`config.mk`:
```
export PLATFORM = sky130hd
export DESIGN_NAME = rx_idle_timeout
export DESIGN_NICKNAME = d
export VERILOG_FILES = /design/src/rtl/rxto_pkg.sv /design/src/rtl/rxto_count.sv /design/src/rtl/rxto_ctrl.sv /design/src/rtl/rx_idle_timeout.sv
export SDC_FILE = /design/constraint.sdc
export NUM_CORES = 1
export LEC_CHECK = 0
export BUFFER_PORTS_ARGS = -buffer_cell sky130_fd_sc_hd__buf_2
export CORE_AREA = 2 2 39 41
export CTS_CLUSTER_DIAMETER = 200
export DETAILED_ROUTE_END_ITERATION = 8
export DIE_AREA = 0 0 41 43
export PLACE_DENSITY = 0.75
export SLEW_MARGIN = 20
export SYNTH_ARGS = -nofsm -noshare
export SYNTH_HDL_FRONTEND = slang
export SYNTH_HIERARCHICAL = 1
export SYNTH_SLANG_ARGS = --single-unit
```
`constraint.sdc`:
```
create_clock -name clk -period 2.7 [get_ports clk]
set_input_delay 0.27 -clock clk [delete_from_list [all_inputs] [get_ports clk]]
set_output_delay 0.27 -clock clk [all_outputs]
set_load 0.05 [all_outputs]
```
`src/rtl/rxto_pkg.sv`:
```
package rxto_pkg;
  typedef enum logic [1:0] {
    ST_IDLE = 2'd0,
    ST_RUN  = 2'd1,
    ST_DONE = 2'd2
  } rxto_state_e;
endpackage

```
`src/rtl/rxto_count.sv`:
```
module rxto_count #(
  parameter int W = 8
) (
  input  logic         clk,
  input  logic         rst_n,
  input  logic         load,
  input  logic         dec,
  input  logic [W-1:0] load_val,
  output logic [W-1:0] cnt,
  output logic         cnt_last
);
  localparam logic [W-1:0] ONE = W'(1);

  always_ff @(posedge clk) begin
    if (!rst_n)                cnt <= '0;
    else if (load)             cnt <= load_val;
    else if (dec && cnt != '0) cnt <= cnt - ONE;
  end

  assign cnt_last = (cnt == ONE);
endmodule

```
`src/rtl/rxto_ctrl.sv`:
```
module rxto_ctrl
  import rxto_pkg::*;
(
  input  logic        clk,
  input  logic        rst_n,
  input  logic        restart,
  input  logic        cfg_zero,
  input  logic        char_done,
  input  logic        bit_tick,
  input  logic        cnt_last,
  output rxto_state_e state,
  output logic        load,
  output logic        dec,
  output logic        flag
);
  rxto_state_e nxt;

  always_comb begin
    nxt  = state;
    load = 1'b0;
    dec  = 1'b0;
    if (restart) begin
      nxt = ST_IDLE;
    end else begin
      unique case (state)
        ST_IDLE: begin
          if (!cfg_zero && char_done) begin
            nxt  = ST_RUN;
            load = 1'b1;
          end
        end
        ST_RUN: begin
          if (cfg_zero) begin
            nxt = ST_IDLE;
          end else if (char_done) begin
            load = 1'b1;
          end else if (bit_tick) begin
            dec = 1'b1;
            if (cnt_last) nxt = ST_DONE;
          end
        end
        default: nxt = ST_DONE;
      endcase
    end
  end

  always_ff @(posedge clk) begin
    if (!rst_n) begin
      state <= ST_IDLE;
      flag  <= 1'b0;
    end else begin
      state <= nxt;
      flag  <= (nxt == ST_DONE);
    end
  end
endmodule

```
`src/rtl/rx_idle_timeout.sv`:
```
module rx_idle_timeout
  import rxto_pkg::*;
#(
  parameter int TO_W = 8
) (
  input  logic            clk,
  input  logic            rst_n,
  input  logic [TO_W-1:0] to_value,
  input  logic            bit_tick,
  input  logic            char_done,
  input  logic            to_restart,
  output logic            to_flag
);
  rxto_state_e     state_q;
  logic            load, dec, cnt_last;
  logic [TO_W-1:0] cnt_q;
  logic            cfg_zero;

  assign cfg_zero = (to_value == '0);

  rxto_ctrl u_ctrl (
    .clk       (clk),
    .rst_n     (rst_n),
    .restart   (to_restart),
    .cfg_zero  (cfg_zero),
    .char_done (char_done),
    .bit_tick  (bit_tick),
    .cnt_last  (cnt_last),
    .state     (state_q),
    .load      (load),
    .dec       (dec),
    .flag      (to_flag)
  );

  rxto_count #(.W(TO_W)) u_count (
    .clk      (clk),
    .rst_n    (rst_n),
    .load     (load),
    .dec      (dec),
    .load_val (to_value),
    .cnt      (cnt_q),
    .cnt_last (cnt_last)
  );
endmodule

```
==> results of run 1 <==
layer usage:
metal | routed length (um) | share of wire (%) | up-vias
met2 | 579 | 44 | 13
met5 | 0 | 0 | -
li1 | - | - | 314
met1 | 670 | 50 | 257
met4 | 30 | 2.3 | 0
met3 | 49 | 3.7 | 4
through the flow:
stage | instances | hold slack (ns) | util (%) | power (W)
6_report | 106 | 0.256 | 56.8 | 0.000361
5_1_grt | 106 | 0.256 | 56.8 | 0.000379
4_1_cts | 106 | 0.243 | 56.8 | 0.000367
3_5_place_dp | 102 | 0.516 | 54.9 | 0.000250
3_3_place_gp | 102 | 0.514 | 54.9 | 0.000249
2_1_floorplan | 75 | 0.403 | - | 0.000230
cell type report:
type,count,share of cell area [%]
inverters,4,1.91
flip-flops and latches,11,28.0
well taps,16,2.55
repair buffers,13,8.28
multi-input cells,58,55.9
clock buffers,4,3.34
cells in the final DEF, fill, tap and decap left out:
cell,Yosys,layout
a2111oi_4,1,1
a211oi_1,2,2
a21boi_1,2,2
a21oi_1,4,4
a311o_1,1,1
a31oi_1,2,2
and2_2,1,1
and3_1,2,2
and4_1,1,1
buf_2,0,13
clkbuf_1,1,1
clkbuf_4,0,3
clkinv_1,1,1
dfxtp_1,11,11
ha_1,3,3
inv_1,3,3
nand2_1,4,4
nand2b_1,2,2
nand3b_1,1,1
nand3b_4,1,1
nand4bb_1,1,1
nor2_1,4,4
nor3_1,1,1
nor3_2,1,1
nor3b_1,1,1
nor4_1,2,2
nor4b_1,1,1
o211a_1,3,3
o21ai_0,6,6
o21ai_1,2,2
o31ai_1,1,1
or3b_2,1,1
or4_1,2,2
or4_4,1,1
xnor2_1,3,3
xor2_1,1,1
Yosys cell counts, types with 2 or more instances:
master	count	share of area (%)
a31oi_1	2	1.8
a211oi_1	2	2.2
and3_1	2	1.8
o21ai_1	2	1.5
xnor2_1	3	3.9
o211a_1	3	4.4
o21ai_0	6	4.4
nor4_1	2	1.8
a21boi_1	2	2.2
ha_1	3	5.5
nand2b_1	2	1.8
inv_1	3	1.7
or4_1	2	2.2
nor2_1	4	2.2
a21oi_1	4	2.9
nand2_1	4	2.2
dfxtp_1	11	32
final timing paths:
check,start,end
worst min-delay path,to_value[1],u_count/cnt[1]
worst max register to register,u_ctrl/state[0],u_count/cnt[7]
worst min register to register,u_ctrl/state[0],u_ctrl/state[1]
worst max-delay path,u_ctrl/state[0],u_count/cnt[7]
flip-flops by register name (all words and copies together), names as in the netlist:
name and cells:
u_count/cnt 8, u_ctrl/state 2, u_ctrl/flag 1
kinds of logic (layout without fill, tap and decap cells):
family / count (synthesis) / count (layout)
DFF: 11 / 11
buffers and inverters: 6 / 21
AOI/OAI and AO/OA: 24 / 24
and+or+nand+nor: 27 / 27
adders and majority gates: 3 / 3
xor gates and xnor gates: 4 / 4
worst reg2reg max path, delay by kind of cell, from the launching register on:
kind | cells | cell delay [ns]
AND/OR/NAND/NOR | 3 | 0.94
AO/OA/AOI/OAI | 2 | 0.40
flip-flops | 1 | 0.37
XOR/XNOR | 1 | 0.16
power by group through the flow:
stage	combinational, W	clock (W)	sequential (W)
after floorplan	0.0000472	0	0.000183
after detailed placement	0.0000656	0	0.000184
after global routing	0.0000738	0.000123	0.000182
after global placement	0.0000646	0	0.000184
final	0.0000665	0.000114	0.000181
after CTS	0.0000661	0.000120	0.000181
==> results by group, run 1 <==
Floorplan
  – Initial Utilization: 49.3%
  – Row count: 14
  – Die Height: 43 um
  – Core area: 1380 um^2
  – Die area: 1760 um^2
  – Number of top-level pins: 14
  – Die width: 41 um

Logic synthesis
  – Post-synth EDFFs: 0
  – Largest family of logic cells by synthesized area: simple AND/OR/NAND/NOR gates
  – Unique cell type count in the Yosys netlist: 35
  – Synth Area in Compound Gates: 26.1%
  – Primary FF master, synth: dfxtp_1
  – Register area share after synthesis: 32.3%
  – Mapped Nets: 91
  – Simple-gate share of the synthesized area: 27.7%
  – Avg Inst Size Synth: 9.09 um^2
  – XOR/XNOR Fraction of Synth Area: 5.14%
  – Mapped Cells: 75
  – Yosys warns: 6
  – Adder-cell area share of the yosys netlist: 5.50%
  – Synth async-reset ratio: 0%
  – Mux cell area share after synthesis: 0%
  – Flops & latches, synth: 11
  – Mapped Area: 682 um^2

Setup path
  – Critical path type: register to register
  – Crit-path cells: nand3b_4, nor4_1, or3b_2, a2111oi_4, xnor2_1, a21oi_1
  – Slowest cell on crit path: or3b_2
  – Worst setup SP type: register
  – Flop2flop setup slack: 0.73 ns
  – Crit path capture type: register
  – Crit-path max cell delay: 0.54 ns
  – WP buf/inv: 0
  – CP arrival: 2.13 ns
  – FF-to-FF path depth: 6
  – CP required: 2.86 ns
  – Stages on the worst setup path: 6
  – Critical path peak fanout: 3
  – CP top delay family: simple AND/OR/NAND/NOR gates

Layout
  – Share of cells above drive strength 1: 24.4%
  – Finished Cell Area: 786 um^2
  – ANT cells: 0
  – Multi-input logic area: 439 um^2
  – Fill cells: 128
  – Storage element area: 220 um^2
  – Area Overhead vs Synth: 15.2%
  – Final nets: 107

Worst hold path
  – Hold-critical path depth: 2
  – Type of the most critical hold path: primary input to register

Timing
  – TNS Setup: 0 ns
  – RSZ-0062 raised after global routing: no
  – Final hold vios: 0
  – Final Slew Violations: 0
  – Final setup fails: 0
  – Fin crit period: 1.97 ns
  – Worst Skew: 0.000253 ns
  – Relative slew slack: 60.9%
  – Smallest setup slack after layout: 0.734 ns
  – Worst-Margin Slew: 0.581 ns
  – Fin crit share: 72.8%
  – Max frequency: 509 MHz

Clock tree
  – CTS tree: done
  – Root buf cell: clkbuf_4
  – Post-CTS Resized: 0
  – Num CTS Buffers: 3
  – Clk slew on worst S/H paths: 0.07 ns
  – Clock latency on the worst-skew pair: 0.27 ns
  – Hold_buf cts: 0
  – H-tree Lvls: 1
  – Number of setup buffers added after CTS: 0
  – CTS max path bufs: 2
  – Sink Count: 11

Power and ir drop
  – Net switching fraction of the power: 28.2%
  – Psw: 0.000102 W
  – Internal Pwr Total: 0.000259 W
  – Combinational share of power: 18.4%
  – VDD IR-drop max: 0.329 mV
  – Sequential share of power: 50.0%
  – Pleak: 0.331 nW
  – Power Dens Cells: 460 nW/um^2
  – Part of the power in the clock network: 31.5%

Global routing
  – GRT Max-Usage Layer: met1
  – Global-route wire length before repair: 2040 um
  – Largest net degree at the start of global routing: 14
  – Initial antenna violation count: 0
  – Vias in the first global route: 481
  – Total GRT Usage: 17.5%
  – M1 GR Usage: 23.9%
  – GR Util met3: 3.14%
  – Grt met2 use: 22.8%
  – GRT Residual Overflow: 0

Place
  – Dpl ws: 0.550 ns
  – Post-DP HPWL: 1020 um
  – Placed Area: 759 um^2
  – GP Congestion: 0.742
  – # port buffers: 13

Route
  – Routed WL per cell: 12.5 um
  – Detailed-route vias per instance: 5.55
  – DRC Markers: 0
  – First-pass iteration count of the detailed router: 4
  – Initial DRC Count: 10
  – Final ANT Viol Nets: 0
  – Routed vias: 588
  – Post-Route WL: 1330 um

Flow run
  – Max cap viols: 0

Run status
  – Outcome: complete, no violations
Note: power is estimated with default switching activity, not from simulation.
==> inputs of run 2 (changes only) <==
CORE_AREA = 2 2 40 42   (was 2 2 39 41)
DIE_AREA = 0 0 42 44   (was 0 0 41 43)
PLACE_DENSITY = 0.72   (was 0.75)
clock period = 2.03 ns   (was 2.7 ns; I/O delays follow)
==> run 2 against run 1 <==
Effect of this change: routed wire length increased by 15%; worst setup slack got worse by 0.62 ns; utilization decreased by 0.079 points; first-iteration DRC count increased by 70%; worst hold slack got worse by 0.058 ns; critical endpoint unchanged; largest cell class unchanged.
==> results by group, run 2 (same netlist as run 1, synthesis figures left out) <==
Power and ir drop
  – Sequential share of power: 50.2% (+0.2 points)
  – Internal Pwr Total: 0.000346 W (+34%)
  – VDD IR-drop max: 0.476 mV (+44%)
  – Net switching fraction of the power: 28.1% (-0.13 points)
  – Psw: 0.000135 W (+33%)
  – Power Dens Cells: 598 nW/um^2 (+30%)
  – Pleak: 0.340 nW (+2.7%)
  – Combinational share of power: 18.9% (+0.5 points)
  – Part of the power in the clock network: 31.0% (-0.5 points)

Route
  – Final ANT Viol Nets: 0 (unchanged)
  – DRC Markers: 0 (unchanged)
  – Initial DRC Count: 17 (+7)
  – Post-Route WL: 1530 um (+15%)
  – Routed WL per cell: 14.3 um (+14%)
  – First-pass iteration count of the detailed router: 4 (unchanged)
  – Routed vias: 626 (+6.5%)
  – Detailed-route vias per instance: 5.85 (+5.5%)

Timing
  – Final setup fails: 0 (unchanged)
  – Relative slew slack: 62.3% (+1.4 points)
  – Final Slew Violations: 0 (unchanged)
  – Final hold vios: 0 (unchanged)
  – Fin crit share: 94.5% (+22 points)
  – Worst-Margin Slew: 0.560 ns (-0.0208 ns)
  – Max frequency: 521 MHz (+2.5%)
  – Fin crit period: 1.92 ns (-0.0480 ns)
  – Worst Skew: 0.00227 ns (+0.00202 ns)
  – Smallest setup slack after layout: 0.112 ns (-0.622 ns)
  – RSZ-0062 raised after global routing: no

Setup path
  – Critical path peak fanout: 3 (unchanged)
  – CP required: 2.19 ns (-0.67 ns)
  – Critical path type: register to register
  – Flop2flop setup slack: 0.11 ns (-0.62 ns)
  – Crit path capture type: register
  – Worst setup SP type: register
  – Worst R2R Start: u_ctrl/state[0]
  – FF-to-FF path depth: 6 (unchanged)
  – FF-to-FF End: u_count/cnt[7]
  – CP arrival: 2.07 ns (-0.06 ns)

Global routing
  – Vias in the first global route: 624 (+30%)
  – Largest net degree at the start of global routing: 14 (unchanged)
  – Total GRT Usage: 18.7% (+1.2 points)
  – Initial antenna violation count: 0 (unchanged)
  – Global-route wire length before repair: 2590 um (+27%)
  – GRT Residual Overflow: 0 (unchanged)

Layout
  – Most common cell after layout, fill and taps aside: buf_2
  – Share of cells above drive strength 1: 27.5% (+3.0 points)
  – Storage element area: 220 um^2 (unchanged)
  – Area Overhead vs Synth: 18.0%
  – Multi-input logic area: 450 um^2 (+2.6%)
  – Top reg by flops: u_count/cnt
  – Largest regs: u_count/cnt x8, u_ctrl/state x2, u_ctrl/flag x1
  – Post-route insts no fill: 107 (+0.94%)
  – ANT cells: 0 (unchanged)
  – Fill cells: 145 (+13%)
  – Final nets: 108 (+0.93%)
  – Number of flip-flops in the largest register: 8 (unchanged)
  – Most frequent cells in the layout: buf_2, dfxtp_1, o21ai_0

Floorplan
  – Die Height: 44 um (+2.3%)
  – Core area: 1420 um^2 (+2.5%)
  – Die area: 1850 um^2 (+4.8%)
  – Row count: 14 (unchanged)
  – Number of top-level pins: 14 (unchanged)
  – Die width: 42 um (+2.4%)
  – Initial Utilization: 48.1% (-1.2 points)

Clock tree
  – H-tree Lvls: 1 (unchanged)
  – Root buf cell: clkbuf_4
  – CTS max path bufs: 2 (unchanged)
  – CTS tree: done
  – Num CTS Buffers: 3 (unchanged)
  – Sink Count: 11 (unchanged)
  – Hold_buf cts: 0 (unchanged)
  – Clk slew on worst S/H paths: 0.07 ns (about the same)
  – Clock latency on the worst-skew pair: 0.27 ns (about the same)

Run status
  – Outcome: complete, no violations

Worst hold path
  – Hold-critical path depth: 2 (unchanged)
  – Min-delay src: char_done
  – Worst hold path endpoint: u_ctrl/state[0]
  – Type of the most critical hold path: primary input to register

Place
  – DP Cell Count: 103 (+0.98%)
  – GP Congestion: 0.728 (-2.0%)
  – Post-DP HPWL: 1180 um (+15%)
  – Dpl ws: -0.0745 ns (-0.624 ns)
  – # port buffers: 13 (unchanged)

Flow run
  – Max cap viols: 0 (unchanged)
run 2: cell count changes in the layout (fill, tap and decap cells not counted), sizes merged:
cell  change
buf       +1
run 2: worst max path at each step:
stage | from | cells past startpoint | end | slack [ns]
6_report | u_ctrl/state[0] | 6 | u_count/cnt[7] | 0.11
2_1_floorplan | u_ctrl/state[0] | 6 | u_count/cnt[7] | 0.20
4_1_cts | u_ctrl/state[0] | 6 | u_count/cnt[7] | 0.04
5_1_grt | u_ctrl/state[0] | 6 | u_count/cnt[7] | 0.009
3_3_place_gp | to_value[2] | 8 | u_count/cnt[7] | 0.007
3_5_place_dp | to_value[7] | 8 | u_count/cnt[1] | -0.07
run 2: timing repair:
item | in CTS | in global routing
gates resized for setup | 0 | 2
setup buffers | 0 | 0
setup endpoints to repair | 0 | 3
hold endpoints to repair | 0 | 0
run 2: layer usage:
layer  GRT usage (%)  wire length (um)  share of wire, %
met5               0                 0                 0
met4            5.81                 8              0.52
met3            6.67                75               4.9
met2            31.9               728                48
met1            22.2               713                47
run 2: per-stage QoR:
stage	hold slack [ns]	setup TNS, ns	util, %	cell area [um^2]	power, W
floorplan	0.336	0	-	682	0.000306
global placement	0.460	0	54.1	767	0.000332
detailed placement	0.480	-0.105	54.1	767	0.000334
CTS	0.196	0	55.9	793	0.000483
global route	0.208	0	56.7	805	0.000508
finish	0.198	0	56.7	805	0.000481
run 2: worst max-delay path, cell delays in order, from the launching register on:
cell,delay [ns]
dfxtp_1,0.38
nand3b_4,0.11
nor4_2,0.22
or3b_2,0.54
a2111oi_4,0.32
xnor2_1,0.16
a21oi_1,0.08
run 2: area by class of cell:
class	instances	area share [%]
well taps	16	2.49
repair buffers	14	9.02
inverters	4	1.87
multi-input cells	58	56.0
flip-flops and latches	11	27.4
clock buffers	4	3.27
run 2: power by group through the flow:
stage	clock network, W	registers (W)	logic, W
floorplan	0	0.000243	0.0000628
global placement	0	0.000245	0.0000866
detailed placement	0	0.000246	0.0000881
CTS	0.000153	0.000241	0.0000887
global route	0.000163	0.000243	0.000101
finish	0.000149	0.000241	0.0000908
